--- src/rtl/i2c_stop_pkg.sv ---
package i2c_stop_pkg;

  typedef enum logic [2:0] {
    ST_IDLE,
    ST_SDA_LOW,
    ST_WAIT_SCL,
    ST_SCL_HIGH,
    ST_WAIT_SDA,
    ST_SDA_HIGH
  } stopState_t;

  typedef struct packed {
    logic brgLoad;
    logic brgRun;
    logic pullScl;
    logic pullSda;
    logic seqDone;
    logic busy;
  } stopStrobes_t;

endpackage

--- src/rtl/i2c_stop_ctrl.sv ---
module i2c_stop_ctrl
  import i2c_stop_pkg::*;
(
  input  logic         clk,
  input  logic         rstN,
  input  logic         stopReq,
  input  logic         sclIn,
  input  logic         sdaIn,
  input  logic         brgZero,
  output stopStrobes_t strb
);

  stopState_t state, stateNext;

  always_ff @(posedge clk or negedge rstN) begin
    if (!rstN) state <= ST_IDLE;
    else       state <= stateNext;
  end

  always_comb begin
    stateNext = state;
    strb      = '0;
    strb.busy = (state != ST_IDLE);
    case (state)
      ST_IDLE: begin
        // requests are only taken here
        if (stopReq) stateNext = ST_SDA_LOW;
      end
      ST_SDA_LOW: begin
        strb.pullScl = 1'b1;
        strb.pullSda = 1'b1;
        if (!sdaIn) begin
          strb.brgLoad = 1'b1;
          stateNext    = ST_WAIT_SCL;
        end
      end
      ST_WAIT_SCL: begin
        strb.pullScl = 1'b1;
        strb.pullSda = 1'b1;
        strb.brgRun  = 1'b1;
        if (brgZero) stateNext = ST_SCL_HIGH;
      end
      ST_SCL_HIGH: begin
        strb.pullSda = 1'b1;
        // no reload until SCL is actually high
        if (sclIn) begin
          strb.brgLoad = 1'b1;
          stateNext    = ST_WAIT_SDA;
        end
      end
      ST_WAIT_SDA: begin
        strb.pullSda = 1'b1;
        strb.brgRun  = 1'b1;
        if (brgZero) stateNext = ST_SDA_HIGH;
      end
      ST_SDA_HIGH: begin
        if (sclIn && sdaIn) begin
          strb.seqDone = 1'b1;
          stateNext    = ST_IDLE;
        end
      end
      default: stateNext = ST_IDLE;
    endcase
  end

  // the sequence ends only after both lines were read high
  p_done_lines_high_r7: assert property (@(posedge clk) disable iff (!rstN)
    $fell(strb.busy) |-> ($past(sclIn) && $past(sdaIn)));

  // the timed SCL-low phase is entered only from the SDA-low phase
  p_wait_entry_r4: assert property (@(posedge clk) disable iff (!rstN)
    (state == ST_WAIT_SCL) |-> ($past(state) == ST_SDA_LOW || $past(state) == ST_WAIT_SCL));

endmodule

--- src/rtl/i2c_stop_datapath.sv ---
module i2c_stop_datapath
  import i2c_stop_pkg::*;
#(
  parameter int BRG_W  = 8,
  parameter int DATA_W = 8
) (
  input  logic              clk,
  input  logic              rstN,
  input  stopStrobes_t      strb,
  input  logic [BRG_W-1:0]  reloadVal,
  input  logic              xferDone,
  input  logic              startSeen,
  input  logic              irqClear,
  input  logic              wcolClear,
  input  logic              bufWrite,
  input  logic [DATA_W-1:0] bufWrData,
  output logic              brgZero,
  output logic              sclPullLow,
  output logic              sdaPullLow,
  output logic              stopDetected,
  output logic              irqFlag,
  output logic              wcolFlag,
  output logic [DATA_W-1:0] bufData
);

  localparam logic [BRG_W-1:0] BRG_ONE = BRG_W'(1);

  logic [BRG_W-1:0]  brgCnt;
  logic [DATA_W-1:0] bufReg;
  logic              sclHold;

  // Baud rate generator: period is reload + 1 cycles
  always_ff @(posedge clk or negedge rstN) begin
    if (!rstN)                    brgCnt <= '0;
    else if (strb.brgLoad)        brgCnt <= reloadVal;
    else if (strb.brgRun && !brgZero) brgCnt <= brgCnt - BRG_ONE;
  end
  assign brgZero = (brgCnt == '0);

  // SCL held low after the ninth clock until the sequencer owns the line
  always_ff @(posedge clk or negedge rstN) begin
    if (!rstN)          sclHold <= 1'b0;
    else if (xferDone)  sclHold <= 1'b1;
    else if (strb.busy) sclHold <= 1'b0;
  end

  assign sclPullLow = sclHold | strb.pullScl;
  assign sdaPullLow = strb.pullSda;

  always_ff @(posedge clk or negedge rstN) begin
    if (!rstN) begin
      stopDetected <= 1'b0;
      irqFlag      <= 1'b0;
      wcolFlag     <= 1'b0;
      bufReg       <= '0;
    end else begin
      if (strb.seqDone)  stopDetected <= 1'b1;
      else if (startSeen) stopDetected <= 1'b0;
      if (strb.seqDone)  irqFlag <= 1'b1;
      else if (irqClear) irqFlag <= 1'b0;
      if (bufWrite && strb.busy) wcolFlag <= 1'b1;
      else if (wcolClear)        wcolFlag <= 1'b0;
      if (bufWrite && !strb.busy) bufReg <= bufWrData;
    end
  end
  assign bufData = bufReg;

  p_hold_scl_r2: assert property (@(posedge clk) disable iff (!rstN)
    xferDone |=> sclPullLow);

  p_sda_after_scl_r5: assert property (@(posedge clk) disable iff (!rstN)
    $fell(sdaPullLow) |-> !sclPullLow);

  p_irq_with_stop_r7: assert property (@(posedge clk) disable iff (!rstN)
    $rose(irqFlag) |-> stopDetected);

  p_buf_locked_r9: assert property (@(posedge clk) disable iff (!rstN)
    (strb.busy && bufWrite) |=> ($stable(bufReg) && wcolFlag));

endmodule

--- src/rtl/i2c_stop_sequencer.sv ---
module i2c_stop_sequencer
  import i2c_stop_pkg::*;
#(
  parameter int BRG_W  = 8,
  parameter int DATA_W = 8
) (
  input  logic              clk,
  input  logic              rstN,
  input  logic [BRG_W-1:0]  reloadVal,
  input  logic              xferDone,
  input  logic              stopReq,
  input  logic              startSeen,
  input  logic              irqClear,
  input  logic              wcolClear,
  input  logic              bufWrite,
  input  logic [DATA_W-1:0] bufWrData,
  input  logic              sclIn,
  input  logic              sdaIn,
  output logic              sclPullLow,
  output logic              sdaPullLow,
  output logic              stopEnable,
  output logic              stopDetected,
  output logic              irqFlag,
  output logic              wcolFlag,
  output logic [DATA_W-1:0] bufData
);

  stopStrobes_t strb;
  logic         brgZero;

  i2c_stop_ctrl i_ctrl (
    .clk     (clk),
    .rstN    (rstN),
    .stopReq (stopReq),
    .sclIn   (sclIn),
    .sdaIn   (sdaIn),
    .brgZero (brgZero),
    .strb    (strb)
  );

  i2c_stop_datapath #(.BRG_W(BRG_W), .DATA_W(DATA_W)) i_dp (
    .clk          (clk),
    .rstN         (rstN),
    .strb         (strb),
    .reloadVal    (reloadVal),
    .xferDone     (xferDone),
    .startSeen    (startSeen),
    .irqClear     (irqClear),
    .wcolClear    (wcolClear),
    .bufWrite     (bufWrite),
    .bufWrData    (bufWrData),
    .brgZero      (brgZero),
    .sclPullLow   (sclPullLow),
    .sdaPullLow   (sdaPullLow),
    .stopDetected (stopDetected),
    .irqFlag      (irqFlag),
    .wcolFlag     (wcolFlag),
    .bufData      (bufData)
  );

  assign stopEnable = strb.busy;

endmodule

--- config.mk ---
export PLATFORM = sky130hd
export DESIGN_NAME = i2c_stop_sequencer
export DESIGN_NICKNAME = d
export VERILOG_FILES = /design/src/rtl/i2c_stop_pkg.sv /design/src/rtl/i2c_stop_ctrl.sv /design/src/rtl/i2c_stop_datapath.sv /design/src/rtl/i2c_stop_sequencer.sv
export SDC_FILE = /design/constraint.sdc
export NUM_CORES = 1
export LEC_CHECK = 0
export ABC_AREA = 1
export CORE_UTILIZATION = 23
export CTS_CLUSTER_SIZE = 20
export DETAILED_ROUTE_END_ITERATION = 16
export PLACE_DENSITY = 0.42
export SLEW_MARGIN = 20
export SYNTH_ARGS = -nofsm -noshare
export SYNTH_HDL_FRONTEND = slang
export SYNTH_SLANG_ARGS = --single-unit
--- constraint.sdc ---
create_clock -name clk -period 3.91 [get_ports clk]
set_input_delay 0.782 -clock clk [delete_from_list [all_inputs] [get_ports clk]]
set_output_delay 0.782 -clock clk [all_outputs]
set_load 0.01 [all_outputs]
# Word level (Yosys, flattened, before mapping)
# Cells that the tools add are included.
# totals
register_bits,23
romBits,0
elab_cells,63
in_bits,26
ramBits,0
memories,0
latch_bits,0
# op_classes
bitwise_logic,1
n_mux,25
add_sub_neg,1
div_mod_pow,0
order_cmp,0
shift,0
n_eq_ne,11
n_reduce_logical,18
n_mul,0
# ops
op,count
$mux 3,6
$pmux 3 s6,1
$mux 8,2
$mux 1,15
$reduce_bool 2->1,5
$logic_not 8->1,1
$sub 8x1->8 const B,1
$eq 3x2->1 const B,2
$eq 3x3->1 const B,2
$ne 2x1->1 const B,3
$ne 2x2->1 const B,3
$reduce_and 6->1,1
$logic_and 1x1->1,4
$reduce_or 2->1,2
$reduce_or 4->1,1
$eq 3x1->1 const B,1
$logic_not 3->1,1
$reduce_bool 3->1,1
$logic_not 1->1,2
$pmux 1 s2,1
$or 1x1->1,1

# Depth between registers and ports, before layout
# Gate-level depths: netlist (run 1).
# logic_depth
ltp_word,6
mapped_depth,9

# Modules after synthesis
# Synthesis (run 1) repeated with hierarchy kept, for this count alone.
# unflattened
cells_unflattened,174
hier_area_um2,1350.0
# by_module_without_submodules
mod,n_inst,cells_per_inst,area_per_inst_um2
i2c_stop_datapath,1,126,1049.8
i2c_stop_ctrl,1,48,300.3

# Worst setup path after synthesis (run 1)
# OpenSTA, ideal clock, no wires.
# synth_path
path_type,reg2out
from,register i_ctrl.state[2]
to,output sdaPullLow
t_arrival_ps,883
path_stages_with_launch,6
required_time_ps,3128
slack_ps,2245
cell_sequence,dfrtp_1 > inv_2 > nand3_1 > nand2_1 > inv_1 > nand3_1
# synth_between
elab_chain_len,3
word_cells_on_any_way,6
classes_between,eq/ne: 4; mux: 1; reduce/logical: 1
# synth_lines
item,line_no,rtl
from (decl),i2c_stop_ctrl.sv:13,"stopState_t state, stateNext;"
from (signal assigned),i2c_stop_ctrl.sv:17,else state <= stateNext;
"$eq 3x2->1, or another cell as far along",i2c_stop_ctrl.sv:24,case (state)
$reduce_or 4->1 (no source line) *,--,
$mux 1 *,i2c_stop_ctrl.sv:24,
to (decl),i2c_stop_sequencer.sv:20,"output logic sdaPullLow,"
# Every way passes the cells marked *; elsewhere a longest branch is shown, timed or not.

# Final worst setup path (run 1)
# Same ends and word-level chain as after synthesis.

==> results of run 1 <==
## flip-flops by register name, summed over array words and instances, names as in the netlist
signal             cells
i_dp.brgCnt            8
i_dp.bufData           8
i_ctrl.state           3
i_dp.irqFlag           1
i_dp.sclHold           1
i_dp.stopDetected      1
i_dp.wcolFlag          1
## cell type report
class / instances / area (um2) / share of cell area (%)
Multi-Input combinational cell: 120 / 632 / 34.9
Sequential cell: 23 / 576 / 31.7
Timing Repair Buffer: 40 / 398 / 21.9
Tap cell: 72 / 90.1 / 4.97
Inverter: 19 / 71.3 / 3.93
Clock buffer: 3 / 41.3 / 2.28
Clock inverter: 1 / 5.00 / 0.276
## kinds of logic (layout without fill, tap and decap cells)
| group | after synthesis | count (layout) | share of synthesized area, % |
|---|---|---|---|
| simple gates | 94 | 94 | 31.7 |
| flops | 23 | 23 | 43.7 |
| buf+inv | 23 | 63 | 8.27 |
| compound gates | 13 | 13 | 5.51 |
| mux | 8 | 8 | 6.84 |
| xor+xnor | 3 | 3 | 2.00 |
| fa+ha+maj | 2 | 2 | 1.90 |
## cells in the final DEF, fill, tap and decap left out
master	n
a21oi_1	1
a31oi_1	1
buf_4	1
clkbuf_8	3
clkdlybuf4s50_1	39
clkinv_2	1
dfrtp_1	23
ha_1	2
inv_1	17
inv_2	2
mux2_2	8
nand2_1	52
nand2_2	2
nand3_1	21
nand3_2	1
nand4_1	5
nor2_1	9
nor2_2	2
nor2_4	1
o21ai_0	8
o21ai_1	1
o21ai_2	1
o21bai_1	1
or2_2	1
xnor2_1	1
xor2_1	2
## power groups by stage
stage | registers, mW | logic (mW) | clock network [mW]
finish | 0.429 | 0.764 | 0.152
CTS | 0.428 | 0.778 | 0.161
global route | 0.446 | 0.880 | 0.167
global placement | 0.432 | 0.782 | 0
floorplan | 0.433 | 0.523 | 0
detailed placement | 0.432 | 0.778 | 0
## synth_stat cells
cell type	instances	area (um2)
o21bai_1	1	7.51
nand3_1	21	105
nor2_1	9	33.8
dfrtp_1	23	576
or2_2	1	6.26
buf_4	2	15.0
nand4_1	5	31.3
nand2_2	2	12.5
o21ai_2	1	8.76
a21oi_1	1	5.00
nand2_1	52	195
o21ai_1	1	5.00
ha_1	2	25.0
nor2_2	2	12.5
xor2_1	2	17.5
inv_1	17	63.8
a31oi_1	1	6.26
nor2_4	1	11.3
inv_2	2	7.51
mux2_2	8	90.1
buf_6	2	22.5
nand3_2	1	10.0
o21ai_0	8	40.0
xnor2_1	1	8.76
## per-layer routing
metal / vias to the layer above / global-route usage (%)
met4: 0 / 1.89
met5: - / 0
li1: 618 / -
met2: 40 / 18.5
met1: 532 / 14.0
met3: 4 / 2.94
## how the worst max path moves through the flow
stage	endpoint	slack, ns
floorplan	sdaPullLow	2.25
global placement	sdaPullLow	1.64
detailed placement	sdaPullLow	1.65
CTS	sdaPullLow	1.33
global route	sdaPullLow	1.24
finish	sdaPullLow	1.34
## through the flow
step / std cells / setup WS [ns] / total power, mW / cell area [um2]
after CTS: 278 / 1.33 / 1.37 / 1810
after global routing: 278 / 1.24 / 1.49 / 1810
after global placement: 274 / 1.64 / 1.21 / 1770
after detailed placement: 274 / 1.65 / 1.21 / 1770
final: 278 / 1.34 / 1.34 / 1810
after floorplan: 166 / 2.25 / 0.955 / 1320
## worst reg2reg max path, cell delays in order, from the launching register on
cell and delay (ns):
dfrtp_1 0.44, nor2_1 0.28, nand4_1 0.25, nand2_2 0.29, nand2_2 0.17, nand3_1 0.12, nand2_1 0.05
==> impl_metrics.json, run 1 <==
{
  "antenna_found_initial": 0,
  "num_rows": 27,
  "cts_max_path_buffers": 2,
  "vdd_drop_max_uv": 255,
  "yosys_warnings": 0,
  "hold_depth": 1,
  "fin_hold_ws_ns": 0.510,
  "clockPowerShare_pct": 11.3,
  "grt_max_degree": 24,
  "hpwl_um": 2240,
  "cp-end-kind": "output port",
  "p_switching_mw": 0.578,
  "drc": 0,
  "drv_cap": 0,
  "clkTransAtPathRegs_ns": 0.09,
  "max_slew_margin_pct": 64.4,
  "die_area_um2": 6030,
  "cts.sinks": 23,
  "top_layer_used": "met4",
  "syn_avg_cell_area_um2": 7.93,
  "via_count": 1194,
  "fin_nets": 235,
  "synthCells": 166,
  "worst-path-buf-inv": 3,
  "cts_hold_buffers": 0,
  "r2r_setup_slack_ns": 2.21,
  "critPathRequiredTime_ns": 3.13,
  "first_iter_violations": 54,
  "io_buffers": 39,
  "rsz0062_at_grt": "false",
  "cp_top_family": "buffers and inverters",
  "overflow": 0,
  "syn_nets": 194,
  "worstSkewPairLatency_ns": 0.27,
  "die_w_um": 77.7,
  "cp_max_fo": 7,
  "synthDistinctLibCells": 24,
  "cts_buffers": 3,
  "grt_pass1_wl_um": 5220,
  "ff2ff_path_depth": 6,
  "leakagePower_nw": 0.855,
  "yosysSeqAreaShare_pct": 43.7,
  "area_growth_pct": 37.7,
  "drtPass1Iterations": 4,
  "worstHoldPathType": "flop to flop",
  "root_buffer": "clkbuf_8",
  "die_y_um": 77.7,
  "finClkSkew_ns": 0.0105,
  "worstMarginPinSlew_ns": 0.533,
  "post_cts_buffers": 0,
  "avgViaCountPerCell": 4.29,
  "fin_util_pct": 32.9,
  "critical_path_cell_count": 6,
  "r2r_start": "i_dp.brgCnt[2]$_DFFE_PN0P_",
  "seq_power_share_pct": 31.9,
  "core-area_um2": 5510,
  "crit_slowest_cell": "clkdlybuf4s50_1",
  "critical_path.startpoint": "i_ctrl.state[2]$_DFFE_PN0P_",
  "post-route-period-util_pct": 65.7,
  "hold_end": "i_dp.bufData[1]$_DFFE_PN0P_",
  "status": "finished clean",
  "crit_type": "flop to output port",
  "cpMostUsedCell": "nand3_1",
  "crit_chain": "inv_2, nand3_1, nand2_1, inv_1, nand3_1, clkdlybuf4s50_1",
  "start_util_pct": 23.9,
  "ios": 40,
  "finalCriticalPeriod_ns": 2.57,
  "worstPathArrival_ns": 1.79,
  "r2r_end": "i_dp.brgCnt[7]$_DFFE_PN0P_",
  "ant_nets": 0,
  "slew_violations": 0,
  "pwr_density_cell_nw_per_um2": 741,
  "tns_ns": 0,
  "wirelength_um": 3060,
  "min_from": "i_dp.bufData[1]$_DFFE_PN0P_",
  "syn_area_um2": 1320,
  "wl_met2_um": 1350,
  "layout-drive-gt1-share_pct": 11.2,
  "hold_viol_final": 0,
  "setup_viol": 0,
  "cts_resized": 0,
  "fmax_mhz": 389,
  "place_congestion": 0.838,
  "power_frac_comb_pct": 56.8,
  "cpPeakStageDelay_ns": 0.54,
  "nFillCells": 606,
  "switching_share_pct": 43.0,
  "p_int_mw": 0.766,
  "grt_usage_pct": 10.9,
  "grt_pass1_vias": 1120,
  "worstSetupStartpointType": "flop",
  "antenna_cells": 0,
  "wire_per_inst_um": 11.0,
  "wl_met3_um": 168,
  "cts_tree": "yes",
  "wl_met1_um": 1510,
  "synth-seq-cells": 23,
  "htreeDepth": 1
}
(Power assumes the default switching activity.)
==> run 2, diff against run 1 <==
clock period = 2.43 ns   (was 3.91 ns; I/O delays follow)
==> impl_metrics.json, run 2 (synthesized netlist as in run 1, its figures left out) <==
{
  "core-area_um2": 5510,
  "crit_slowest_cell": "clkdlybuf4s50_1",
  "cts.sinks": 23,
  "fin_nets": 235,
  "nFillCells": 585,
  "min_from": "i_dp.bufData[1]$_DFFE_PN0P_",
  "pwr_density_cell_nw_per_um2": 1190,
  "first_iter_violations": 40,
  "multi_input_area_um2": 632,
  "avgViaCountPerCell": 4.28,
  "power_frac_comb_pct": 57.0,
  "worstMarginPinSlew_ns": 0.525,
  "rsz0062_at_grt": "false",
  "cpPeakStageDelay_ns": 0.53,
  "leakagePower_nw": 0.853,
  "grt_pass1_vias": 1088,
  "cp_max_fo": 6,
  "layout_common_cells": "52 x nand2_1, 39 x clkdlybuf4s50_1, 23 x dfrtp_1, 21 x nand3_1, 17 x inv_1",
  "clockPowerShare_pct": 11.2,
  "p_int_mw": 1.23,
  "die_y_um": 77.7,
  "num_rows": 27,
  "crit_chain": "inv_2, nand3_1, nand2_1, inv_1, nand3_1, clkdlybuf4s50_1",
  "ff2ff_path_depth": 6,
  "cts_tree": "yes",
  "critPathRequiredTime_ns": 1.94,
  "start_util_pct": 23.9,
  "worstHoldPathType": "flop to flop",
  "worstPathArrival_ns": 1.76,
  "place_congestion": 0.839,
  "via_count": 1190,
  "cp_top_family": "buffers and inverters",
  "die_area_um2": 6030,
  "finalCriticalPeriod_ns": 2.24,
  "root_buffer": "clkbuf_8",
  "grt_pass1_wl_um": 5230,
  "fin_hold_ws_ns": 0.510,
  "grt_max_degree": 24,
  "hold_viol_final": 0,
  "status": "finished clean",
  "drc": 0,
  "post-route-period-util_pct": 92.3,
  "ios": 40,
  "slew_violations": 0,
  "tns_ns": 0,
  "overflow": 0,
  "worst-path-buf-inv": 3,
  "drtPass1Iterations": 4,
  "wirelength_um": 3090,
  "grt_usage_pct": 11.1,
  "drv_cap": 0,
  "cpMostUsedCell": "nand3_1",
  "r2r_setup_slack_ns": 0.75,
  "cts_max_path_buffers": 2,
  "cts_resized": 0,
  "fmax_mhz": 446,
  "antenna_found_initial": 0,
  "worstSetupStartpointType": "flop",
  "p_switching_mw": 0.929,
  "place_ws_ns": 0.478,
  "io_buffers": 39,
  "max_slew_margin_pct": 65.0,
  "cp-end-kind": "output port",
  "fin_util_pct": 32.9,
  "switching_share_pct": 42.9,
  "setup_viol": 0,
  "antenna_cells": 0,
  "die_w_um": 77.7,
  "area_growth_pct": 37.6,
  "fin_ws_ns": 0.187,
  "htreeDepth": 1,
  "cts_buffers": 3,
  "seq_power_share_pct": 31.8,
  "worstSkewPairLatency_ns": 0.26,
  "layout_commonest_cell": "nand2_1",
  "regArea_um2": 576,
  "r2r_end": "i_dp.brgCnt[7]$_DFFE_PN0P_",
  "hold_end": "i_dp.bufData[1]$_DFFE_PN0P_",
  "cts_hold_buffers": 0,
  "vdd_drop_max_uv": 298,
  "post_cts_buffers": 0,
  "ant_nets": 0,
  "finClkSkew_ns": 0.00129,
  "clkTransAtPathRegs_ns": 0.08,
  "crit_type": "flop to output port",
  "wire_per_inst_um": 11.1,
  "hold_depth": 1,
  "r2r_start": "i_dp.brgCnt[2]$_DFFE_PN0P_",
  "layout-drive-gt1-share_pct": 10.7,
  "hpwl_um": 2230
}
-- run 2: worst max path at each step --
stage | slack, ns | end | from | cells past startpoint
floorplan | 1.06 | sdaPullLow | i_ctrl.state[2]$_DFFE_PN0P_ | 5
global placement | 0.46 | sdaPullLow | i_ctrl.state[1]$_DFFE_PN0P_ | 6
detailed placement | 0.48 | sdaPullLow | i_ctrl.state[2]$_DFFE_PN0P_ | 6
CTS | 0.17 | sdaPullLow | i_ctrl.state[2]$_DFFE_PN0P_ | 6
global route | 0.05 | sdaPullLow | i_ctrl.state[2]$_DFFE_PN0P_ | 6
finish | 0.19 | sdaPullLow | i_ctrl.state[1]$_DFFE_PN0P_ | 6
-- run 2: metal layers --
| metal | track usage (%) | vias up | routed length [um] |
|---|---|---|---|
| met4 | 3.40 | 0 | 13 |
| li1 | - | 620 | - |
| met2 | 17.4 | 30 | 1350 |
| met5 | 0 | - | 0 |
| met3 | 2.12 | 2 | 160 |
| met1 | 15.2 | 538 | 1570 |
-- run 2: worst reg2reg max path, cell delays in order (launching register included) --
cell	delay [ns]
dfrtp_1	0.43
nor2_1	0.28
nand4_1	0.24
nand2_2	0.29
nand2_2	0.18
nand3_1	0.12
nand2_1	0.05
-- run 2: cell type report --
class	instances	share of cell area [%]
inverter	19	3.94
tap	72	4.97
timing repair buffer	40	22.0
sequential	23	31.8
clock buffer	4	2.49
multi-input combinational	120	34.9
-- run 2: metrics by stage --
step	cell area, um2	std cells	power [mW]
finish	1810	278	2.16
global route	1810	278	2.39
CTS	1810	278	2.20
detailed placement	1770	274	1.95
global placement	1770	274	1.96
floorplan	1320	166	1.54
-- run 2: power by group through the flow --
stage	Sequential, mW	Clock, mW	Combinational [mW]
floorplan	0.696	0	0.841
global placement	0.696	0	1.26
detailed placement	0.695	0	1.25
CTS	0.688	0.255	1.26
global route	0.711	0.271	1.41
finish	0.689	0.241	1.23
